### config.mk
export PLATFORM = sky130hd
export DESIGN_NAME = store_buffer
export DESIGN_NICKNAME = d
export VERILOG_FILES = /design/src/rtl/store_buffer.sv
export SDC_FILE = /design/constraint.sdc
export NUM_CORES = 1
export LEC_CHECK = 0
export ABC_CLOCK_PERIOD_IN_PS = 3500
export BUFFER_PORTS_ARGS = -buffer_cell sky130_fd_sc_hd__clkbuf_2
export CORE_MARGIN = 4
export CORE_UTILIZATION = 60
export DETAILED_ROUTE_END_ITERATION = 12
export PLACE_DENSITY_LB_ADDON = 0.08
export SLEW_MARGIN = 10
export SYNTH_ARGS = -nofsm -noshare
export SYNTH_HDL_FRONTEND = slang
export SYNTH_SLANG_ARGS = --single-unit
export TNS_END_PERCENT = 1
### constraint.sdc
create_clock -name clk -period 3.5 [get_ports clk]
set_input_delay 0.175 -clock clk [delete_from_list [all_inputs] [get_ports clk]]
set_output_delay 0.175 -clock clk [all_outputs]
set_load 0.005 [all_outputs]
### src/rtl/store_buffer.sv
module store_buffer #(
  parameter int AW    = 8,
  parameter int DW    = 16,
  parameter int DEPTH = 4
) (
  input  logic          clk,
  input  logic          rst_n,
  input  logic          req_valid,
  output logic          req_ready,
  input  logic [1:0]    req_op,
  input  logic [AW-1:0] req_addr,
  input  logic [DW-1:0] req_wdata,
  output logic          rsp_valid,
  output logic [DW-1:0] rsp_rdata,
  output logic          mem_req_valid,
  input  logic          mem_req_ready,
  output logic          mem_req_we,
  output logic [AW-1:0] mem_req_addr,
  output logic [DW-1:0] mem_req_wdata,
  input  logic          mem_rsp_valid,
  input  logic [DW-1:0] mem_rsp_rdata
);
  localparam int PW = (DEPTH > 1) ? $clog2(DEPTH) : 1;
  localparam int CW = PW + 1;
  localparam logic [1:0] OP_LD = 2'd0, OP_ST = 2'd1, OP_SW = 2'd2, OP_FN = 2'd3;

  typedef enum logic [2:0] {S_IDLE, S_LOAD, S_DRAIN, S_SWRD, S_SWISS, S_SWWR} state_t;
  state_t state;

  logic [AW-1:0] q_addr [DEPTH];
  logic [DW-1:0] q_data [DEPTH];
  logic [PW-1:0] head, tail, idx;
  logic [CW-1:0] count;
  logic [AW-1:0] sw_addr;
  logic [DW-1:0] sw_data, sw_old;
  logic          hit;
  logic [DW-1:0] hit_data;

  always_comb begin
    hit = 1'b0;
    hit_data = '0;
    idx = head;
    for (int k = 0; k < DEPTH; k++) begin
      idx = head + PW'(k);
      if (CW'(k) < count && q_addr[idx] == req_addr) begin
        hit = 1'b1;
        hit_data = q_data[idx];
      end
    end
  end

  wire idle  = state == S_IDLE;
  wire empty = count == '0;
  wire full  = count == CW'(DEPTH);
  wire is_ld = req_op == OP_LD;
  wire is_st = req_op == OP_ST;
  wire is_sw = req_op == OP_SW;
  wire is_fn = req_op == OP_FN;

  wire ld_miss_go = idle && req_valid && is_ld && !hit;
  wire sw_go      = idle && req_valid && is_sw && empty;
  wire drain_go   = idle && !empty && !ld_miss_go;

  assign mem_req_valid = (state == S_SWISS) || ld_miss_go || sw_go || drain_go;
  assign mem_req_we    = (state == S_SWISS) || drain_go;
  assign mem_req_addr  = (state == S_SWISS) ? sw_addr : drain_go ? q_addr[head] : req_addr;
  assign mem_req_wdata = (state == S_SWISS) ? sw_data : q_data[head];
  wire mem_fire = mem_req_valid && mem_req_ready;

  always_comb begin
    unique case (req_op)
      OP_LD:   req_ready = (idle || state == S_DRAIN) && (hit || (idle && mem_req_ready));
      OP_ST:   req_ready = (idle || state == S_DRAIN) && !full;
      OP_SW:   req_ready = idle && empty && mem_req_ready;
      default: req_ready = idle && empty;
    endcase
  end

  wire acc  = req_valid && req_ready;
  wire push = acc && is_st;
  wire pop  = (state == S_DRAIN) && mem_rsp_valid;

  always_ff @(posedge clk) begin
    if (push) begin
      q_addr[tail] <= req_addr;
      q_data[tail] <= req_wdata;
    end
  end

  always_ff @(posedge clk) begin
    if (!rst_n) begin
      state     <= S_IDLE;
      head      <= '0;
      tail      <= '0;
      count     <= '0;
      rsp_valid <= 1'b0;
      rsp_rdata <= '0;
      sw_addr   <= '0;
      sw_data   <= '0;
      sw_old    <= '0;
    end else begin
      rsp_valid <= 1'b0;
      if (push) tail <= tail + 1'b1;
      if (pop)  head <= head + 1'b1;
      count <= count + CW'(push) - CW'(pop);
      if (acc && is_ld && hit) begin
        rsp_valid <= 1'b1;
        rsp_rdata <= hit_data;
      end
      if (acc && is_fn) begin
        rsp_valid <= 1'b1;
        rsp_rdata <= '0;
      end
      unique case (state)
        S_IDLE: if (mem_fire) begin
          if (ld_miss_go) state <= S_LOAD;
          else if (sw_go) begin
            state   <= S_SWRD;
            sw_addr <= req_addr;
            sw_data <= req_wdata;
          end else state <= S_DRAIN;
        end
        S_LOAD: if (mem_rsp_valid) begin
          state     <= S_IDLE;
          rsp_valid <= 1'b1;
          rsp_rdata <= mem_rsp_rdata;
        end
        S_DRAIN: if (mem_rsp_valid) state <= S_IDLE;
        S_SWRD: if (mem_rsp_valid) begin
          state  <= S_SWISS;
          sw_old <= mem_rsp_rdata;
        end
        S_SWISS: if (mem_fire) state <= S_SWWR;
        S_SWWR: if (mem_rsp_valid) begin
          state     <= S_IDLE;
          rsp_valid <= 1'b1;
          rsp_rdata <= sw_old;
        end
        default: state <= S_IDLE;
      endcase
    end
  end

  assert_full_refuse_R2: assert property (@(posedge clk) disable iff (!rst_n)
    (req_valid && is_st && full) |-> !req_ready);
  assert_count_bound_R2: assert property (@(posedge clk) disable iff (!rst_n)
    count <= CW'(DEPTH));
  assert_hit_no_read_R5: assert property (@(posedge clk) disable iff (!rst_n)
    (acc && is_ld && hit) |-> !(mem_fire && !mem_req_we));
  assert_swap_empty_R6: assert property (@(posedge clk) disable iff (!rst_n)
    (mem_fire && !mem_req_we && req_valid && is_sw) |-> empty);
  assert_swap_write_next_R6: assert property (@(posedge clk) disable iff (!rst_n)
    (state == S_SWRD && mem_rsp_valid) |=> (mem_req_valid && mem_req_we && mem_req_addr == sw_addr));
  assert_fence_ack_R7: assert property (@(posedge clk) disable iff (!rst_n)
    (req_valid && req_ready && is_fn) |=> (rsp_valid && rsp_rdata == '0));
  assert_one_outstanding_R8: assert property (@(posedge clk) disable iff (!rst_n)
    mem_fire |=> !mem_req_valid);
endmodule

==> results_dict.tcl, run 1 <==
set metrics [dict create \
    status "completed" \
    synth_top_area_cell "edfxtp_1" \
    insertion_delay_ns 0.42 \
    grt_pass1_wl_microns 41100 \
    yosys-top-cells-area "edfxtp_1, dfxtp_1, mux4_2" \
    io_buffers 90 \
    tightestPinTransition_ns 1.07 \
    avgSynthCellArea_sq_um 11.3 \
    cts_tree "done" \
    ios 91 \
    dr.pass1.iters 5 \
    ys_warn_count 0 \
    drive_above_1_share 0.287 \
    path_cells "buf_12 -> mux4_2 -> xnor2_2 -> nand3_1 -> a2111o_1 -> nor2_1 -> buf_4 -> nor3_1 -> a221oi_1 -> clkbuf_2" \
    track_usage 0.295 \
    drt-total-wl_microns 25900 \
    clockBufferDepth 2 \
    cp-end-kind "output port" \
    startpoint_type "flip-flop" \
    ys_seq_area_frac 0.453 \
    setup_viol 0 \
    fin_nets 1005 \
    critPathMaxStageDelay_ns 0.52 \
    skew_ns 0.00486 \
    grt_pass1_vias 7335 \
    clockRootBuffer "clkbuf_16" \
    rows 45 \
    syn_nets 890 \
    die_w_microns 133 \
    synthToLayoutAreaGrowth_pct 18.5 \
    critPathBufInv 3 \
    fin_crit_sh 0.976 \
    start_util 0.617 \
    vias 7554 \
    design.die.area_sq_mm 0.0178 \
    syn_inst 834 \
    synth_enable_flop_cells 96 \
    synth_top_area_share 0.306 \
    drtIter0Drc 777 \
    synth.distinct_cells 56 \
    maxCapViolations 0 \
    cts_buffers 17 \
    seqCellArea_sq_mm 0.00428 \
    cp.required_ns 3.32 \
    dp_slack_ns 0.00744 \
    drc 0 \
    core-area_sq_mm 0.0153 \
    syn_area_sq_mm 0.00941 \
    clock.fmax_mhz 293 \
    place_congestion 0.883 \
    n_antenna_cell 0 \
    slew_violations 0 \
    antenna_found_initial 1 \
    path_class "reg2out" \
    vdd_ir_drop_max_v 0.000312 \
    slew_headroom 0.287 \
    min_period_ns 3.42 \
    ys_ff_latch 165 \
    ys.flop_type "edfxtp_1" \
    die_h_microns 133 \
    grt_start_max_net_pins 80 \
    wl_per_cell_microns 22.1 \
    synth-async-reset-ratio 0 \
    clkSlewWorstSetupHoldPaths_ns 0.06 \
    setup_ws_ns 0.0848 \
    powerDensity_mw_per_mm2 467 \
    overflow 0 \
    hold_viol 0 \
    cp_max_fo 6 \
    power_uw 5210 \
    num-fill-cells 1026 \
    htreeDepth 4 \
    arrival_ns 3.24 \
    viasPerCell 6.44 \
    ant_nets 0 \
    p_leak_uw 0.00377 \
    dp_hpwl_microns 16700 \
    cp_top_family "compound AO/OA/AOI/OAI gates" \
    clock-sinks 165 \
    cpMaxStageDelayCell "mux4_2" \
    multi_input_area_sq_mm 0.00483 \
    holdCritPathClass "in2reg" \
]
per-stage QoR:
step | cell area (sq um) | hold slack [ns] | TNS [ns] | util | std cells
floorplan | 9410 | 0.274 | 0 | - | 834
global placement | 10100 | 0.399 | 0 | 0.661 | 1093
detailed placement | 10100 | 0.413 | 0 | 0.661 | 1093
CTS | 11000 | 0.00297 | 0 | 0.720 | 1161
global route | 11200 | 0.00896 | -0.00105 | 0.731 | 1173
finish | 11200 | 0.0161 | 0 | 0.731 | 1173
layout make-up:
cell class,count,area share
Clock inverter,10,0.00751
Tap cell,211,0.0237
Sequential cell,165,0.383
Multi-Input combinational cell,579,0.433
Inverter,17,0.00572
Timing Repair Buffer,169,0.107
Clock buffer,22,0.0398
synth_stat cells (6+ instances only):
cell type,number
mux4_2,60
a211o_1,10
ha_1,8
mux2_2,31
nor4_1,12
buf_2,11
nor3_1,18
dfxtp_1,69
buf_1,11
a311oi_1,12
clkbuf_1,45
and2_1,7
nand3_1,12
o211ai_1,7
xor2_1,11
a31oi_1,8
nor2_1,43
a22oi_1,6
mux2i_1,53
buf_6,6
edfxtp_1,96
xnor2_1,29
o221ai_1,8
a21oi_1,69
nand2_1,105
o21ai_0,35
inv_1,16
timing repair:
item,in CTS,in global routing
setup endpoints to repair,11,19
setup buffers,7,10
pin swaps,2,9
cloned,0,2
hold buffers,29,0
endpoints found under the hold margin,68,0
gates resized for setup,6,7
per-layer routing:
layer,vias up,routed length (microns),global-route usage
li1,3378,-,-
met1,3713,10500,0.410
met2,389,12500,0.475
met3,72,1960,0.0419
met4,2,852,0.117
met5,-,18,0
power breakdown:
group | switching (uW) | leakage (uW) | internal (uW)
Combinational | 660 | 0.00210 | 624
Clock | 732 | 0.000247 | 970
Sequential | 81.2 | 0.00143 | 2140
worst paths after layout:
check	from	endpoint	slack, ns	cells past startpoint
max	head[0]$_SDFFE_PN0P_	req_ready	0.08	10
min reg2reg	sw_addr[6]$_SDFFE_PN0P_	sw_addr[6]$_SDFFE_PN0P_	0.45	2
min	req_wdata[14]	q_data[2][14]$_DFFE_PP_	0.02	1
max reg2reg	head[0]$_SDFFE_PN0P_	rsp_rdata[6]$_SDFF_PN0_	0.16	10
cells by family (layout without fill, tap and decap cells):
group / Yosys count / count (layout) / share of synthesized area
compound gates: 169 / 169 / 0.113
xor+xnor: 41 / 41 / 0.0389
fa+ha+maj: 9 / 9 / 0.0128
buf+inv: 90 / 218 / 0.0421
flops: 165 / 165 / 0.453
mux: 144 / 144 / 0.237
simple gates: 216 / 216 / 0.103
registers in the layout (all words and copies together) (netlist names), named ones only:
| register | count |
|---|---|
| q_data | 64 |
| sw_data | 16 |
| count | 3 |
| sw_old | 16 |
| sw_addr | 8 |
| head | 2 |
| tail | 2 |
| rsp_rdata | 16 |
| rsp_valid | 1 |
| state | 3 |
| q_addr | 32 |
cell usage in the layout (no fill, tap or decap), drive strengths merged, types with 10 or more instances in the layout:
cell type,n
dlygate4sd3,29
nor2,43
mux2,31
o21ai,38
mux4,60
xnor2,30
a21oi,69
a311oi,12
inv,16
xor2,11
nand3,12
mux2i,53
nor3,19
a211o,10
nand2,105
buf,47
edfxtp,96
dfxtp,69
clkbuf,115
nor4,12
Note: power is estimated with default switching activity, not from simulation.
==> run 2: changes to the inputs <==
--- a/config.mk
+++ b/config.mk
@@ -11,6 +11,7 @@
 export CORE_UTILIZATION = 60
 export DETAILED_ROUTE_END_ITERATION = 12
 export PLACE_DENSITY_LB_ADDON = 0.08
+export SETUP_SLACK_MARGIN = 0.2
 export SLEW_MARGIN = 10
 export SYNTH_ARGS = -nofsm -noshare
 export SYNTH_HDL_FRONTEND = slang
==> run 2 against run 1 <==
Net effect: the run now ends with setup timing left; wire length is 1.9% higher; total power is 1.1% higher; count of clock-buffer cells in the layout stayed put; sequential share of layout area is 0.34 points lower; maximum frequency is 2.9% lower; first-iteration DRC count is 11% higher; critical path depth stayed put; clock power hardly changed; worst hold slack worse by 0.0086 ns; via count is 0.44% higher; sequential cell count stayed put; critical path type unchanged; largest cell class unchanged.
==> results_dict.tcl, run 2 (same netlist as run 1, synthesis figures left out) <==
set metrics [dict create \
    die_w_microns 133 \
    grt_start_max_net_pins 80 \
    antenna_found_initial 1 \
    clockBufferDepth 2 \
    busiest_layer "met2" \
    reg_top3 "q_data x64, q_addr x32" \
    switching_power_uw 1500 \
    start_util 0.617 \
    track_usage 0.301 \
    combPwrFrac 0.254 \
    critPathMaxStageDelay_ns 0.60 \
    layout_commonest_cell "nand2_1" \
    drtIter0Drc 860 \
    status "finished, violations left" \
    globalRouteMet2Util 0.492 \
    place_congestion 0.883 \
    vdd_ir_drop_max_v 0.000313 \
    swShare 0.285 \
    clockPowerShare 0.324 \
    critPathBufInv 3 \
    p_int_uw 3770 \
    met3_usage 0.0442 \
    cpMaxStageDelayCell "or4b_4" \
    cts_tree "done" \
    grt_pass1_vias 7421 \
    path_cells "buf_12 -> mux4_2 -> xnor2_2 -> nand4_1 -> or4b_4 -> o21ai_4 -> buf_6 -> nor3_1 -> a221oi_1 -> clkbuf_2" \
    holdCritPathClass "in2reg" \
    slew_headroom 0.285 \
    cts_buffers 17 \
    insertion_delay_ns 0.42 \
    ios 91 \
    grt_pass1_wl_microns 41800 \
    vias 7587 \
    synthToLayoutAreaGrowth_pct 19.6 \
    seqCellArea_sq_mm 0.00428 \
    p_leak_uw 0.00382 \
    drive_above_1_share 0.297 \
    viasPerCell 6.43 \
    dp_hpwl_microns 16700 \
    hold_depth 1 \
    clock.fmax_mhz 284 \
    setup_ws_ns -0.0184 \
    setup_viol 2 \
    arrival_ns 3.34 \
    cp_max_fo 5 \
    holdWs_ns 0.00749 \
    clock-sinks 165 \
    io_buffers 90 \
    wl_per_cell_microns 22.3 \
    clockRootBuffer "clkbuf_16" \
    overflow 0 \
    cp_top_family "simple AND/OR/NAND/NOR gates" \
    ant_nets 0 \
    violations "setup timing" \
    cp_num_cells 10 \
    final_cell_mix "nand2_1, edfxtp_1, clkbuf_2, a21oi_1, dfxtp_1" \
    maxCapViolations 0 \
    rsz0062_at_grt "true" \
    clkSlewWorstSetupHoldPaths_ns 0.06 \
    use_met1 0.412 \
    drc 0 \
    reg2regPathDepth 10 \
    regMostFlops "q_data" \
    fin_crit_sh 1.01 \
    fin_tns_setup_ns -0.0267 \
    rows 45 \
    largest_register_ffs 64 \
    skew_ns 0.00421 \
    n_antenna_cell 0 \
    die_h_microns 133 \
    num-fill-cells 1000 \
    drt-total-wl_microns 26400 \
    path_class "reg2out" \
    fin_nets 1012 \
    min_period_ns 3.52 \
    htreeDepth 4 \
    startpoint_type "flip-flop" \
    tightestPinTransition_ns 1.07 \
    design.die.area_sq_mm 0.0178 \
    hold_viol 0 \
    powerDensity_mw_per_mm2 468 \
    core-area_sq_mm 0.0153 \
    slew_violations 0 \
    dr.pass1.iters 5 \
    multi_input_area_sq_mm 0.00485 \
    seq_power_share 0.422 \
    cp.required_ns 3.32 \
    cp-end-kind "output port" \
    fin_util 0.738 \
]
[run 2: final timing paths]
check	startpoint	end	slack (ns)
max reg2reg	head[0]$_SDFFE_PN0P_	rsp_rdata[6]$_SDFF_PN0_	0.08
min	req_wdata[14]	q_data[2][14]$_DFFE_PP_	0.007
max	head[0]$_SDFFE_PN0P_	req_ready	-0.02
min reg2reg	sw_data[8]$_SDFFE_PN0P_	sw_data[8]$_SDFFE_PN0P_	0.46
[run 2: area by class of cell]
cell class                      instances  area share
Multi-Input combinational cell        579       0.431
Sequential cell                       165       0.380
Timing Repair Buffer                  176       0.113
Clock buffer                           22      0.0395
Tap cell                              211      0.0235
Clock inverter                         10     0.00745
Inverter                               17     0.00567
[run 2: stage by stage]
step	cell area [sq um]	total power, uW	setup slack (ns)	cells
after floorplan	9410	3040	0.578	834
after global placement	10100	3380	0.164	1093
after detailed placement	10100	3420	0.00744	1093
after CTS	11100	5200	0.127	1167
after global routing	11300	5500	-0.0803	1180
final	11300	5270	-0.0184	1180
[run 2: power groups by stage]
stage | clock network (uW) | logic [uW] | registers (uW)
2_1_floorplan | 0 | 824 | 2220
3_3_place_gp | 0 | 1130 | 2250
3_5_place_dp | 0 | 1160 | 2250
4_1_cts | 1720 | 1260 | 2220
5_1_grt | 1820 | 1440 | 2230
6_report | 1710 | 1340 | 2220
[run 2: per-layer routing]
metal	wire (microns)	part of all wire
met1	10500	0.40
met2	13000	0.49
met3	2080	0.079
met4	816	0.031
met5	18	0.00068
[run 2: worst reg2reg max path, stage by stage (launching register included)]
cell       delay (ns)
dfxtp_4          0.41
clkbuf_16        0.17
mux4_2           0.51
xnor2_1          0.24
nand3_1          0.12
a2111o_1         0.41
buf_4            0.23
or2_2            0.46
a311oi_1         0.34
a211o_1          0.24
o221ai_1         0.15
[run 2: repair_timing]
action / in CTS / in global routing
hold buffers: 29 / 0
pin swaps: 5 / 10
gates resized for setup: 13 / 9
setup endpoints to repair: 27 / 22
hold endpoints to repair: 68 / 0
buffers inserted: 12 / 11
cloned: 1 / 2
==> run 3: changes to the inputs <==
--- a/config.mk
+++ b/config.mk
@@ -5,10 +5,10 @@
 export SDC_FILE = /design/constraint.sdc
 export NUM_CORES = 1
 export LEC_CHECK = 0
-export ABC_CLOCK_PERIOD_IN_PS = 3500
+export ABC_CLOCK_PERIOD_IN_PS = 3100
 export BUFFER_PORTS_ARGS = -buffer_cell sky130_fd_sc_hd__clkbuf_2
 export CORE_MARGIN = 4
-export CORE_UTILIZATION = 60
+export CORE_UTILIZATION = 54
 export DETAILED_ROUTE_END_ITERATION = 12
 export PLACE_DENSITY_LB_ADDON = 0.08
 export SETUP_SLACK_MARGIN = 0.2
==> constraint.sdc (replaced) <==
create_clock -name clk -period 3.1 [get_ports clk]
set_input_delay 0.155 -clock clk [delete_from_list [all_inputs] [get_ports clk]]
set_output_delay 0.155 -clock clk [all_outputs]
set_load 0.005 [all_outputs]
==> run 3 against run 2 <==
Net effect: the flow still finishes with violations (setup timing); via count down 0.55%; first-iteration DRC count down 13%; sequential power up 13%; clock power up 29%; largest cell class unchanged.
==> results_dict.tcl, run 3 (same netlist as run 1, synthesis figures left out) <==
set metrics [dict create \
    slew_headroom 0.456 \
    arrival_ns 3.24 \
    clkSlewWorstSetupHoldPaths_ns 0.07 \
    startpoint_type "flip-flop" \
    setup_viol 11 \
    power_uw 6220 \
    insertion_delay_ns 0.43 \
    tightestPinTransition_ns 0.814 \
    dp_hpwl_microns 17500 \
    fin_nets 1012 \
    met2_length_microns 11900 \
    start_util 0.548 \
    vias 7545 \
    drc 0 \
    clock-sinks 165 \
    p_leak_uw 0.00392 \
    n_antenna_cell 0 \
    place_congestion 0.902 \
    cp_max_fo 8 \
    final_cell_mix "nand2_1, edfxtp_1, clkbuf_2, a21oi_1, dfxtp_1" \
    track_usage 0.276 \
    status "finished, violations left" \
    design.die.area_sq_mm 0.0196 \
    regMostFlops "q_data" \
    post_dp_cell_area_sq_mm 0.0102 \
    wl_met3_microns 2270 \
    met1_length_microns 11800 \
    synthToLayoutAreaGrowth_pct 22.1 \
    ios 91 \
    drt-total-wl_microns 26600 \
    hold_viol 0 \
    antenna_found_initial 0 \
    holdCritPathClass "in2reg" \
    drtIter0Drc 750 \
    rsz0062_at_grt "true" \
    htreeDepth 4 \
    overflow 0 \
    grt_pass1_vias 7439 \
    layout_commonest_cell "nand2_1" \
    viasPerCell 6.32 \
    final_area_sq_mm 0.0115 \
    clockBufferDepth 2 \
    setup_ws_ns -0.290 \
    fin_crit_sh 1.09 \
    cp-end-kind "output port" \
    vdd_ir_drop_max_v 0.000429 \
    highest_layer "met4" \
    cp.required_ns 2.94 \
    largest_register_ffs 64 \
    core-area_sq_mm 0.0172 \
    reg2regPathDepth 11 \
    die_w_microns 140 \
    io_buffers 90 \
    violations "setup timing" \
    die_h_microns 140 \
    clockRootBuffer "clkbuf_16" \
    skew_ns 0.00889 \
    dr.pass1.iters 5 \
    min_period_ns 3.39 \
    slew_violations 0 \
    reg_top3 "q_data x64, q_addr x32" \
    ant_nets 0 \
    grt_start_max_net_pins 51 \
    cts_buffers 17 \
    grt_pass1_wl_microns 42200 \
    drive_above_1_share 0.309 \
    cts_tree "done" \
    maxCapViolations 0 \
    path_class "reg2out" \
    wl_per_cell_microns 22.3 \
    hold_depth 3 \
    rows 48 \
    fin_util 0.669 \
    clock.fmax_mhz 295 \
    powerDensity_mw_per_mm2 541 \
]
## run 3: per-stage QoR
stage	setup WS [ns]	hold WS, ns	cells	TNS (ns)
global placement	-0.0876	0.381	1114	-1.02
CTS	-0.273	0.0311	1194	-2.68
global route	-0.427	0.0559	1194	-4.36
floorplan	0.203	0.254	834	0
finish	-0.290	0.0469	1194	-2.78
detailed placement	-0.116	0.391	1114	-0.959
## run 3: per-layer routing
layer,vias to the layer above,track usage
li1,3390,-
met1,3722,0.410
met2,390,0.414
met3,43,0.0492
met4,0,0.0908
met5,-,0
## run 3: layout make-up
cell class | instances | area [sq um]
multi-input cells | 579 | 4940
well taps | 225 | 282
fillers | 1322 | 5680
inverters | 17 | 63.8
repair buffers | 176 | 1320
clock buffers | 25 | 529
flip-flops and latches | 165 | 4270
clock inverters | 7 | 91.3
## run 3: what timing repair did
action	4_1_cts	5_1_grt
hold endpoints to repair	88	0
resized for setup	26	20
setup buffers	15	0
gates cloned	1	0
pin swaps	17	8
hold buffers	32	0
setup endpoints to repair	27	28
## run 3: where the power goes
group	internal, uW	switching (uW)
clock	1350	855
combinational	723	782
sequential	2420	93.2
total	4490	1730
## run 3: critical path, stage by stage (launching register included)
cell and delay [ns]:
dfxtp_4 0.42, buf_12 0.14, mux4_2 0.54, xnor2_2 0.16, nand4_1 0.13, or4b_4 0.56, o21ai_4 0.11, o41ai_4 0.12
buf_6 0.18, mux2i_1 0.12, a21oi_1 0.15, clkbuf_2 0.15
## run 3: path summary, 6_finish.rpt
check | from | endpoint | slack (ns)
worst min register to register | sw_data[10]$_SDFFE_PN0P_ | sw_data[10]$_SDFFE_PN0P_ | 0.46
worst max register to register | head[0]$_SDFFE_PN0P_ | rsp_rdata[8]$_SDFF_PN0_ | 0.04
worst min-delay path | rst_n | state[0]$_SDFFE_PN0P_ | 0.05
worst max-delay path | head[0]$_SDFFE_PN0P_ | mem_req_addr[4] | -0.29
